==> src/rtl/ecpm_seq_pkg.sv <==
package ecpm_seq_pkg;

   localparam int STATE_W = 7;
   localparam int RSEL_W  = 4;

   typedef logic [STATE_W-1:0] state_t;
   typedef logic [RSEL_W-1:0]  rsel_t;

   // fixed state map; the datapath schedule depends on these numbers
   localparam state_t ST_IDLE    = 7'd0;
   localparam state_t ST_CONV_LO = 7'd1;
   localparam state_t ST_CONV_HI = 7'd6;
   localparam state_t ST_LAD_LO  = 7'd7;
   localparam state_t ST_LAD_HI  = 7'd23;
   localparam state_t ST_INV_LO  = 7'd24;
   localparam state_t ST_INV_HI  = 7'd69;
   localparam state_t ST_TAIL_LO = 7'd70;
   localparam state_t ST_TAIL_HI = 7'd108;

   typedef enum logic [1:0] {
      OP_NOP = 2'd0,
      OP_MUL = 2'd1,
      OP_ADD = 2'd2,
      OP_SQR = 2'd3
   } op_e;

   // register file selects
   localparam rsel_t R_XP   = 4'd0;
   localparam rsel_t R_X1   = 4'd1;
   localparam rsel_t R_Z1   = 4'd2;
   localparam rsel_t R_X2   = 4'd3;
   localparam rsel_t R_Z2   = 4'd4;
   localparam rsel_t R_T1   = 4'd5;
   localparam rsel_t R_T2   = 4'd6;
   localparam rsel_t R_T3   = 4'd7;
   localparam rsel_t R_T4   = 4'd8;
   localparam rsel_t R_CB   = 4'd9;
   localparam rsel_t R_NONE = 4'd15;

   typedef struct packed {
      op_e   op;
      rsel_t dst;
      rsel_t src_a;
      rsel_t src_b;
   } uop_t;

   function automatic uop_t mk_uop(op_e o, rsel_t d, rsel_t a, rsel_t b);
      uop_t u;
      u.op    = o;
      u.dst   = d;
      u.src_a = a;
      u.src_b = b;
      return u;
   endfunction

   // exchange the two ladder points
   function automatic rsel_t ladder_swap(rsel_t r);
      case (r)
         R_X1:    return R_X2;
         R_X2:    return R_X1;
         R_Z1:    return R_Z2;
         R_Z2:    return R_Z1;
         default: return r;
      endcase
   endfunction

endpackage

==> src/rtl/ecpm_seq_fsm.sv <==
module ecpm_seq_fsm
   import ecpm_seq_pkg::*;
(
   input  logic   clk,
   input  logic   rst_n,
   input  logic   start,
   input  logic   ladder_last,
   output state_t state,
   output logic   load_key,
   output logic   step_key,
   output logic   inv_pass,
   output logic   done
);

   state_t nxt;

   always_comb begin
      nxt = state + 7'd1;
      if (state == ST_IDLE)
         nxt = start ? ST_CONV_LO : ST_IDLE;
      else if (state == ST_LAD_HI)
         nxt = ladder_last ? ST_INV_LO : ST_LAD_LO;
      else if (state == ST_INV_HI)
         nxt = inv_pass ? ST_TAIL_LO : ST_INV_LO;
      else if (state >= ST_TAIL_HI)
         nxt = ST_IDLE;
   end

   assign load_key = (state == ST_IDLE) && start;
   assign step_key = (state == ST_LAD_HI);

   always_ff @(posedge clk or negedge rst_n) begin
      if (!rst_n) begin
         state    <= ST_IDLE;
         inv_pass <= 1'b0;
         done     <= 1'b0;
      end else begin
         state <= nxt;
         done  <= (state == ST_TAIL_HI);
         if (load_key)
            inv_pass <= 1'b0;
         else if (state == ST_INV_HI)
            inv_pass <= ~inv_pass;
      end
   end

endmodule

==> src/rtl/ecpm_key_scan.sv <==
module ecpm_key_scan #(
   parameter int KEY_W = 163
) (
   input  logic             clk,
   input  logic             rst_n,
   input  logic             load,
   input  logic             step,
   input  logic [KEY_W-1:0] scalar,
   output logic             key_bit,
   output logic             last
);

   localparam int SCAN_W = KEY_W - 1;
   localparam int IDX_W  = (SCAN_W > 1) ? $clog2(SCAN_W) : 1;
   localparam logic [IDX_W-1:0] IDX_START = IDX_W'(KEY_W - 2);

   logic [SCAN_W-1:0] scan_q;
   logic [IDX_W-1:0]  idx;
   logic              unused_msb;

   // the top bit is implied by the ladder start point
   assign unused_msb = scalar[KEY_W-1];

   always_ff @(posedge clk or negedge rst_n) begin
      if (!rst_n) begin
         scan_q <= '0;
         idx    <= '0;
      end else if (load) begin
         scan_q <= scalar[SCAN_W-1:0];
         idx    <= IDX_START;
      end else if (step && (idx != '0)) begin
         idx <= idx - 1'b1;
      end
   end

   assign key_bit = scan_q[idx];
   assign last    = (idx == '0);

endmodule

==> src/rtl/ecpm_uop_decode.sv <==
module ecpm_uop_decode
   import ecpm_seq_pkg::*;
(
   input  state_t state,
   input  logic   key_bit,
   input  logic   inv_pass,
   output uop_t   uop
);

   localparam int NFLD = 3;

   uop_t   base;
   state_t off;
   logic   in_ladder;
   logic   flip;
   rsel_t  fld_in  [NFLD];
   rsel_t  fld_out [NFLD];

   assign in_ladder = (state >= ST_LAD_LO) && (state <= ST_LAD_HI);
   assign flip      = in_ladder && !key_bit;

   always_comb begin
      base = mk_uop(OP_NOP, R_NONE, R_NONE, R_NONE);
      off  = '0;
      if ((state >= ST_CONV_LO) && (state <= ST_CONV_HI)) begin
         off = state - ST_CONV_LO;
         case (off)
            7'd0:    base = mk_uop(OP_SQR, R_Z2, R_XP, R_NONE);
            7'd2:    base = mk_uop(OP_SQR, R_X2, R_Z2, R_NONE);
            7'd4:    base = mk_uop(OP_ADD, R_X2, R_X2, R_CB);
            default: base = mk_uop(OP_NOP, R_NONE, R_NONE, R_NONE);
         endcase
      end else if (in_ladder) begin
         // schedule written for key bit 1; bubbles cover pipeline hazards
         off = state - ST_LAD_LO;
         case (off)
            7'd0:    base = mk_uop(OP_MUL, R_T1, R_X1, R_Z2);
            7'd1:    base = mk_uop(OP_MUL, R_T2, R_X2, R_Z1);
            7'd2:    base = mk_uop(OP_SQR, R_T3, R_X2, R_NONE);
            7'd3:    base = mk_uop(OP_SQR, R_T4, R_Z2, R_NONE);
            7'd4:    base = mk_uop(OP_ADD, R_Z1, R_T1, R_T2);
            7'd5:    base = mk_uop(OP_MUL, R_Z2, R_T3, R_T4);
            7'd6:    base = mk_uop(OP_MUL, R_T2, R_T1, R_T2);
            7'd7:    base = mk_uop(OP_SQR, R_X2, R_T3, R_NONE);
            7'd8:    base = mk_uop(OP_SQR, R_Z1, R_Z1, R_NONE);
            7'd9:    base = mk_uop(OP_SQR, R_T4, R_T4, R_NONE);
            7'd11:   base = mk_uop(OP_MUL, R_T1, R_XP, R_Z1);
            7'd12:   base = mk_uop(OP_MUL, R_T4, R_CB, R_T4);
            7'd14:   base = mk_uop(OP_ADD, R_X1, R_T1, R_T2);
            7'd16:   base = mk_uop(OP_ADD, R_X2, R_X2, R_T4);
            default: base = mk_uop(OP_NOP, R_NONE, R_NONE, R_NONE);
         endcase
      end else if ((state >= ST_INV_LO) && (state <= ST_INV_HI)) begin
         off = state - ST_INV_LO;
         if (off == '0)
            base = mk_uop(OP_SQR, R_T1, inv_pass ? R_Z2 : R_Z1, R_NONE);
         else if ((off % 7'd3) == 7'd2)
            base = mk_uop(OP_MUL, R_T1, R_T1, R_T3);
         else
            base = mk_uop(OP_SQR, R_T1, R_T1, R_NONE);
      end else if ((state >= ST_TAIL_LO) && (state <= ST_TAIL_HI)) begin
         off = state - ST_TAIL_LO;
         case (off % 7'd3)
            7'd0:    base = mk_uop(OP_MUL, R_T2, R_T2, R_T1);
            7'd1:    base = mk_uop(OP_ADD, R_T2, R_T2, R_XP);
            default: base = mk_uop(OP_NOP, R_NONE, R_NONE, R_NONE);
         endcase
      end
   end

   assign fld_in[0] = base.dst;
   assign fld_in[1] = base.src_a;
   assign fld_in[2] = base.src_b;

   for (genvar f = 0; f < NFLD; f++) begin : g_swap
      assign fld_out[f] = flip ? ladder_swap(fld_in[f]) : fld_in[f];
   end

   assign uop = mk_uop(base.op, fld_out[0], fld_out[1], fld_out[2]);

endmodule

==> src/rtl/ecpm_sequencer.sv <==
module ecpm_sequencer #(
   parameter int KEY_W = 163
) (
   input  logic             clk,
   input  logic             rst_n,
   input  logic             start,
   input  logic [KEY_W-1:0] scalar,
   output logic [6:0]       state_idx,
   output logic             key_bit,
   output logic [1:0]       op_code,
   output logic [3:0]       op_dst,
   output logic [3:0]       op_src_a,
   output logic [3:0]       op_src_b,
   output logic             done
);
   import ecpm_seq_pkg::*;

   if (KEY_W < 3) begin : g_bad_key_w
      $error("ecpm_sequencer: KEY_W must be at least 3");
   end

   state_t state;
   logic   load_key;
   logic   step_key;
   logic   ladder_last;
   logic   inv_pass;
   uop_t   uop;

   ecpm_seq_fsm u_fsm (
      .clk         (clk),
      .rst_n       (rst_n),
      .start       (start),
      .ladder_last (ladder_last),
      .state       (state),
      .load_key    (load_key),
      .step_key    (step_key),
      .inv_pass    (inv_pass),
      .done        (done)
   );

   ecpm_key_scan #(.KEY_W(KEY_W)) u_scan (
      .clk     (clk),
      .rst_n   (rst_n),
      .load    (load_key),
      .step    (step_key),
      .scalar  (scalar),
      .key_bit (key_bit),
      .last    (ladder_last)
   );

   ecpm_uop_decode u_dec (
      .state    (state),
      .key_bit  (key_bit),
      .inv_pass (inv_pass),
      .uop      (uop)
   );

   assign state_idx = state;
   assign op_code   = uop.op;
   assign op_dst    = uop.dst;
   assign op_src_a  = uop.src_a;
   assign op_src_b  = uop.src_b;

endmodule

==> config.mk <==
export PLATFORM = sky130hd
export DESIGN_NAME = ecpm_sequencer
export DESIGN_NICKNAME = d
export VERILOG_FILES = /design/src/rtl/ecpm_seq_pkg.sv /design/src/rtl/ecpm_seq_fsm.sv /design/src/rtl/ecpm_key_scan.sv /design/src/rtl/ecpm_uop_decode.sv /design/src/rtl/ecpm_sequencer.sv
export SDC_FILE = /design/constraint.sdc
export NUM_CORES = 1
export LEC_CHECK = 0
export BUFFER_PORTS_ARGS = -buffer_cell sky130_fd_sc_hd__buf_2
export CORE_MARGIN = 3
export CORE_UTILIZATION = 40
export CTS_CLUSTER_DIAMETER = 200
export DETAILED_ROUTE_END_ITERATION = 8
export PLACE_DENSITY = 0.59
export REMOVE_ABC_BUFFERS = 1
export SLEW_MARGIN = 20
export SYNTH_ARGS = -nofsm -noshare
export SYNTH_HDL_FRONTEND = slang
export SYNTH_HIERARCHICAL = 1
export SYNTH_SLANG_ARGS = --single-unit
==> constraint.sdc <==
create_clock -name clk -period 7.3 [get_ports clk]
set_input_delay 0.365 -clock clk [delete_from_list [all_inputs] [get_ports clk]]
set_output_delay 0.365 -clock clk [all_outputs]
set_load 0.02 [all_outputs]
; ---- Word-level counts from Yosys, hierarchy flattened
; Memories as Yosys holds them, arrays and structs flattened.
; Index checks and enable logic that the tools add are counted.
[totals]
n_memories = 1
out_inout_bits = 23
wordCells = 90
input_bits = 166
ff_bits = 179
romBits = 448
[classes]
n_lt_le_gt_ge = 10
bitwise = 1
n_eq_ne = 19
addsub = 6
div_mod_pow = 2
reduce_logical = 17
mux = 29
[memory_table]
columns = name, depth, width, rd, rd_ports_with_merged_regs, write_ports, line_no
row1 = (name not given), 32, 14, 1, 0, 0, ecpm_uop_decode.sv:36  ; case (off)
[op_table]
columns = operator, n
row1 = 14-bit two-way mux, 7
row2 = 4-bit case mux with 4 select lines, 3
row3 = 14-bit case mux with 3 select lines, 1
row4 = 7-bit two-way mux, 5
row5 = 7-bit logical NOT, 4
row6 = 14-bit case mux with 2 select lines, 1
row7 = "4-bit by 2-bit == test with 1-bit output, second input constant", 6
row8 = 8-bit two-way mux, 2
row9 = "7-bit by 2-bit == test with 1-bit output, second input constant", 2
row10 = "7-bit == test, second input constant", 2
row11 = "7-bit greater-or-equal comparator, second input constant", 2
row12 = "7-bit <= comparator, second input constant", 2
row13 = "7-bit by 2-bit modulo with 7-bit output, second input constant", 2
row14 = "4-bit by 1-bit == test with 1-bit output, second input constant", 3
row15 = "4-bit by 3-bit == test with 1-bit output, second input constant", 3
row16 = 4-bit two-way mux, 3
row17 = "8-bit by 9-bit < comparator with 1-bit output, second input constant", 1
row18 = 1-bit binary-select mux with 8-bit select, 1
row19 = 8-bit logical NOT, 1
row20 = 8-bit nonzero test, 1
row21 = "8-bit by 1-bit subtractor with 8-bit output, second input constant", 1
row22 = "7-bit by 1-bit adder with 7-bit output, second input constant", 1
row23 = "7-bit by 1-bit == test with 1-bit output, second input constant", 1
row24 = "7-bit by 3-bit == test with 1-bit output, second input constant", 1
row25 = 18 further kinds, 28

; ---- Depth between registers and ports, before layout
[depth]
depth_word = 11
depth_mapped = 24
mapped_depth_nobuf = 19

; ---- Modules after synthesis
; The synthesis kept the hierarchy.
[by_module_without_submodules]
columns = module, cells_per_inst, area_each_um2, n_inst
row1 = ecpm_key_scan, 523, 7841.3, 1
row2 = ecpm_uop_decode, 488, 3224.3, 1
row3 = ecpm_seq_fsm, 61, 580.6, 1

; ---- Worst setup path after synthesis
; OpenSTA, ideal clock, no wires.
[synth_path]
path_kind = register to output
from = register u_fsm.state[3]
to = output port op_src_b[1]
path_slack_ps = 1371
path_stages_with_launch = 25
n_path_buf = 5
arrival_time_ps = 5564
cell_sequence = dfrtp_1 buf_2 inv_1 clkbuf_1 ha_1 buf_2 and2b_1 buf_6 xnor2_4 a211oi_1 nor4_2 o31ai_1 a21oi_1 mux2i_1 ha_1 nor2b_1 mux2i_1 mux2_2 a211oi_2 mux2i_1 and4_1 buf_4 a31oi_4 o221a_2 mux2i_1
[synth_via]
elab_chain_cells = 11
word_cells_on_any_way = 43
[synth_rtl]
columns = item, line_no
row1 = "start, declared", ecpm_seq_fsm.sv:8  ; output state_t state,
row2 = "start signal, assigned", ecpm_seq_fsm.sv:38  ; state <= nxt;
row3 = 7-bit subtractor or 7-bit by 5-bit subtractor with 7-bit output (tied branches), "ecpm_uop_decode.sv:62, ecpm_uop_decode.sv:54"
row4 = 7-bit by 2-bit modulo with 7-bit output (on tied branches), "ecpm_uop_decode.sv:63, ecpm_uop_decode.sv:57"
row5 = "7-bit by 1-bit == test with 1-bit output, or another cell as far along", ecpm_uop_decode.sv:63  ; case (off % 7'd3)
row6 = 14-bit case mux with 2 select lines or 14-bit two-way mux (tied branches), "ecpm_uop_decode.sv:63, ecpm_uop_decode.sv:57"
row7 = 14-bit two-way mux (on tied branches), "ecpm_uop_decode.sv:61, ecpm_uop_decode.sv:55"
row8 = 14-bit two-way mux, ecpm_uop_decode.sv:53  ; end else if ((state >= ST_INV_LO) && (state <= ST_INV_HI)) begin
row9 = 14-bit two-way mux, ecpm_uop_decode.sv:33  ; end else if (in_ladder) begin
row10 = 14-bit two-way mux, ecpm_uop_decode.sv:25  ; if ((state >= ST_CONV_LO) && (state <= ST_CONV_HI)) begin
row11 = "4-bit by 3-bit == test with 1-bit output, or another cell as far along", ecpm_seq_pkg.sv:58  ; case (r)
row12 = 4-bit case mux with 4 select lines, ecpm_seq_pkg.sv:58
row13 = 4-bit two-way mux (*), ecpm_uop_decode.sv:76  ; assign fld_out[f] = flip ? ladder_swap(fld_in[f]) : fld_in[f];
row14 = "end, declared", ecpm_sequencer.sv:13  ; output logic [3:0] op_src_b,
; Every way passes the cells marked *; elsewhere a longest branch is shown, timed or not.

; ---- Final worst setup path
[layout_path]
from = register u_fsm.state[4]
to = output port op_dst[2]
[layout_via]
elab_chain_cells = 11
word_cells_on_any_way = 40
[layout_rtl]
columns = item, line_no
row1 = 7-bit subtractor, ecpm_uop_decode.sv:62  ; off = state - ST_TAIL_LO;
row2 = 7-bit by 2-bit modulo with 7-bit output, ecpm_uop_decode.sv:63
row3 = 7-bit by 1-bit == test with 1-bit output or 7-bit logical NOT (tied branches), ecpm_uop_decode.sv:63
row4 = 14-bit case mux with 2 select lines, ecpm_uop_decode.sv:63
row5 = 14-bit two-way mux, ecpm_uop_decode.sv:61  ; end else if ((state >= ST_TAIL_LO) && (state <= ST_TAIL_HI)) begin
row6 = 14-bit two-way mux, ecpm_uop_decode.sv:53
row7 = 14-bit two-way mux, ecpm_uop_decode.sv:33
row8 = 14-bit two-way mux, ecpm_uop_decode.sv:25
row9 = "4-bit by 3-bit == test with 1-bit output, or another cell as far along", ecpm_seq_pkg.sv:58
row10 = 4-bit case mux with 4 select lines, ecpm_seq_pkg.sv:58
row11 = 4-bit two-way mux (*), ecpm_uop_decode.sv:76
row12 = "end, declared", ecpm_sequencer.sv:11  ; output logic [3:0] op_dst,
; Marks and branches as above.

==> flow_metrics.env <==
export IMPL_synth_commonest_cells="179 x dfrtp_1, 176 x mux2_2, 67 x nand2_1, 62 x nor2_1, 49 x a21oi_1"
export IMPL_cp_cell_sequence="clkinv_1 > ha_1 > and2b_1 > xnor2_4 > a211oi_1 > nor4_2 > o31ai_1 > a21oi_1 > mux2i_1 > ha_1 > nor2b_1 > mux2i_1 > mux2_2 > a211oi_2 > mux2i_1 > and4_1 > a21boi_2 > or4_1 > nand3_1 > buf_2"
export IMPL_vias=9129
export IMPL_synth_top_family_by_area="multiplexers"
export IMPL_vdd_drop_max_mv=0.129
export IMPL_synth_most_common_cell="dfrtp_1"
export IMPL_gr_total_overflow=0
export IMPL_synth_avg_cell_area_um2=10.9
export IMPL_drc_errors=0
export IMPL_first_pass_iters=5
export IMPL_postSynthCellCount=1072
export IMPL_crit_arrival_ps=6300
export IMPL_drv_slew=0
export IMPL_htreeDepth=4
export IMPL_outcome="complete, but fails checks"
export IMPL_maxCapViolations=0
export IMPL_worstPathMaxFanout=10
export IMPL_timing_final_hold_violations=7
export IMPL_gp_congestion=0.825
export IMPL_cts_resized=0
export IMPL_drt_wl_total_um=30200
export IMPL_synth_cell_types=98
export IMPL_clk_latency_ps=420
export IMPL_violations="negative hold slack"
export IMPL_synthesis_yosys_warnings=6
export IMPL_cts_setup_buffers=0
export IMPL_r2r_start="u_fsm/state[1]"
export IMPL_drive_gt1_share_pct=37.9
export IMPL_slew_headroom_pct=40.7
export IMPL_clock_fmax_ghz=0.150
export IMPL_die_area_um2=31200
export IMPL_grt_max_degree=81
export IMPL_whs_ps=-22.9
export IMPL_synth_flop_cell="dfrtp_1"
export IMPL_cts_clk_slew_worst_paths_ps=70
export IMPL_die_y_um=177
export IMPL_synth_largest_area_cell="dfrtp_1"
export IMPL_drt_initial_drc_count=499
export IMPL_rsz0062_at_grt="no"
export IMPL_p_per_area_nw_per_um2=144
export IMPL_cts_hold_buf=0
export IMPL_worst_path_most_repeated_cell="mux2i_1"
export IMPL_cp_required_ps=6930
export IMPL_yosys_mux_area_fraction_pct=25.3
export IMPL_start_util_pct=41.2
export IMPL_cp_slowest_stage_delay_ps=710
export IMPL_seq_area_frac_synth_pct=38.5
export IMPL_die_w_um=177
export IMPL_wl_met3_um=1870
export IMPL_synth_compound_area_share_pct=14.4
export IMPL_synthArstFlopShare_pct=100
export IMPL_boundaryPins=189
export IMPL_worstMarginPinSlew_ps=883
export IMPL_ant_nets=0
export IMPL_path_class="flip-flop to output pin"
export IMPL_startpoint_type="flip-flop"
export IMPL_synth_area_um2=11600
export IMPL_final_nets=1418
export IMPL_place_ws_ps=1160
export IMPL_setup_violations=0
export IMPL_cts_tree="built"
export IMPL_grt_usage_pct=19.1
export IMPL_synthSimpleGateAreaFrac_pct=11.9
export IMPL_fill_cells=2658
export IMPL_ys_ff_latch=179
export IMPL_cp_slowest_cell="o31ai_1"
export IMPL_cts_buffer_depth=2
export IMPL_core_area_um2=28200
export IMPL_layout_setup_ws_ps=639
export IMPL_numPortBuffers=187
export IMPL_worstRegToRegCells=8
export IMPL_r2r_end="u_scan/scan_q[107]"
export IMPL_synth_fa_ha_area_share_pct=3.12
export IMPL_period_needed_ps=6660
export IMPL_skew_ps=6.35
export IMPL_synth_edf_count=0
export IMPL_end_kind="output pin"
export IMPL_cts_sinks=179
export IMPL_clockRootBuffer="clkbuf_16"
export IMPL_hpwlAfterDp_um=21100
export IMPL_syn_to_final_growth_pct=15.2
export IMPL_synth_area_top_cells="dfrtp_1 38%, mux2_2 17%, ha_1 3.1%"
export IMPL_grt_pass1_vias=9123
export IMPL_synth_top_cell_area_share_pct=38.5
export IMPL_antenna_found_initial=13
export IMPL_wl_per_cell_um=18.7
export IMPL_cts_buffers=17
export IMPL_post_synth_xor_area_fraction_pct=2.86
export IMPL_tns_ps=0
export IMPL_met1Wirelength_um=13000
export IMPL_grt_pass1_wl_um=48100
export IMPL_met2_length_um=14800
export IMPL_via_per_inst=5.65
export IMPL_fin_crit_sh_pct=91.3
export IMPL_std_cell_rows=61
export IMPL_leakage_uw=0.00641
export IMPL_rrSetupSlack_ps=3940
export IMPL_maxUsedRoutingLayer="met5"
export IMPL_hp_class="input pin to async pin"
per-layer routing:
metal / global-route usage, % / vias up
met5: 0 / -
met4: 4.52 / 18
met3: 5.04 / 41
met2: 31.9 / 212
met1: 25.0 / 4513
li1: - / 4345
worst max path at each step:
stage	end	slack, ps	depth (start not counted)	from
finish	op_dst[2]	640	20	u_fsm/state[4]
global route	op_dst[2]	150	20	u_fsm/state[4]
CTS	op_dst[2]	670	18	u_fsm/state[4]
detailed placement	op_dst[2]	1160	18	u_fsm/state[4]
global placement	op_dst[2]	1220	20	u_fsm/state[4]
floorplan	op_src_b[1]	690	19	u_fsm/state[3]
kinds of logic after synthesis:
family | Yosys count
AOI/OAI and AO/OA | 226
xor gates and xnor gates | 35
adders and majority gates | 29
buffers and inverters | 102
DFF | 179
muxes | 232
and+or+nand+nor | 269
registers in the layout, indices dropped and copies added (netlist names):
signal / count
u_fsm/done: 1
u_fsm/inv_pass: 1
u_fsm/state: 7
u_scan/idx: 8
u_scan/scan_q: 162
power breakdown:
group	leakage [uW]	internal (uW)	total (uW)	switching, uW
Clock	0.000267	490	879	389
Combinational	0.00368	31.9	63.9	32.0
Sequential	0.00246	992	992	0
metrics by stage:
step	std cells	cell area (um^2)	util, %	power, uW
finish	1617	13400	47.5	1930
global route	1617	13400	47.5	2000
CTS	1613	13400	47.5	1960
detailed placement	1582	12800	45.5	1080
global placement	1582	12800	45.5	1080
floorplan	998	11300	-	1010
area by class of cell:
type	instances	area, um^2	share of cell area [%]
clock buffer	21	460	3.43
timing repair buffer	206	1080	8.09
antenna	4	10.0	0.0746
inverter	28	105	0.783
tap	378	473	3.53
multi-input combinational	791	6700	49.9
clock inverter	10	100	0.746
sequential	179	4480	33.4
layout by cell type, fill, tap and decap left out, drive strengths merged, types with 23 or more instances in the layout:
| cell type | netlist | final |
|---|---|---|
| buf | 29 | 206 |
| dfrtp | 179 | 179 |
| mux2 | 176 | 176 |
| nand2 | 67 | 67 |
| nor2 | 63 | 63 |
| a21oi | 51 | 51 |
| o21ai | 31 | 31 |
| ha | 29 | 29 |
| mux2i | 28 | 28 |
| inv | 26 | 28 |
| mux4 | 28 | 28 |
| nor3 | 25 | 25 |
| xnor2 | 25 | 25 |
| nand3 | 23 | 23 |
critical path: cells and delay by family, from the launching register on:
| kind | cells | cell delay (ps) |
|---|---|---|
| simple gates | 6 | 1680 |
| compound gates | 5 | 1590 |
| mux | 4 | 880 |
| fa+ha+maj | 2 | 720 |
| buf+inv | 2 | 430 |
| flops | 1 | 350 |
| xor+xnor | 1 | 220 |
(Power assumes the default switching activity.)
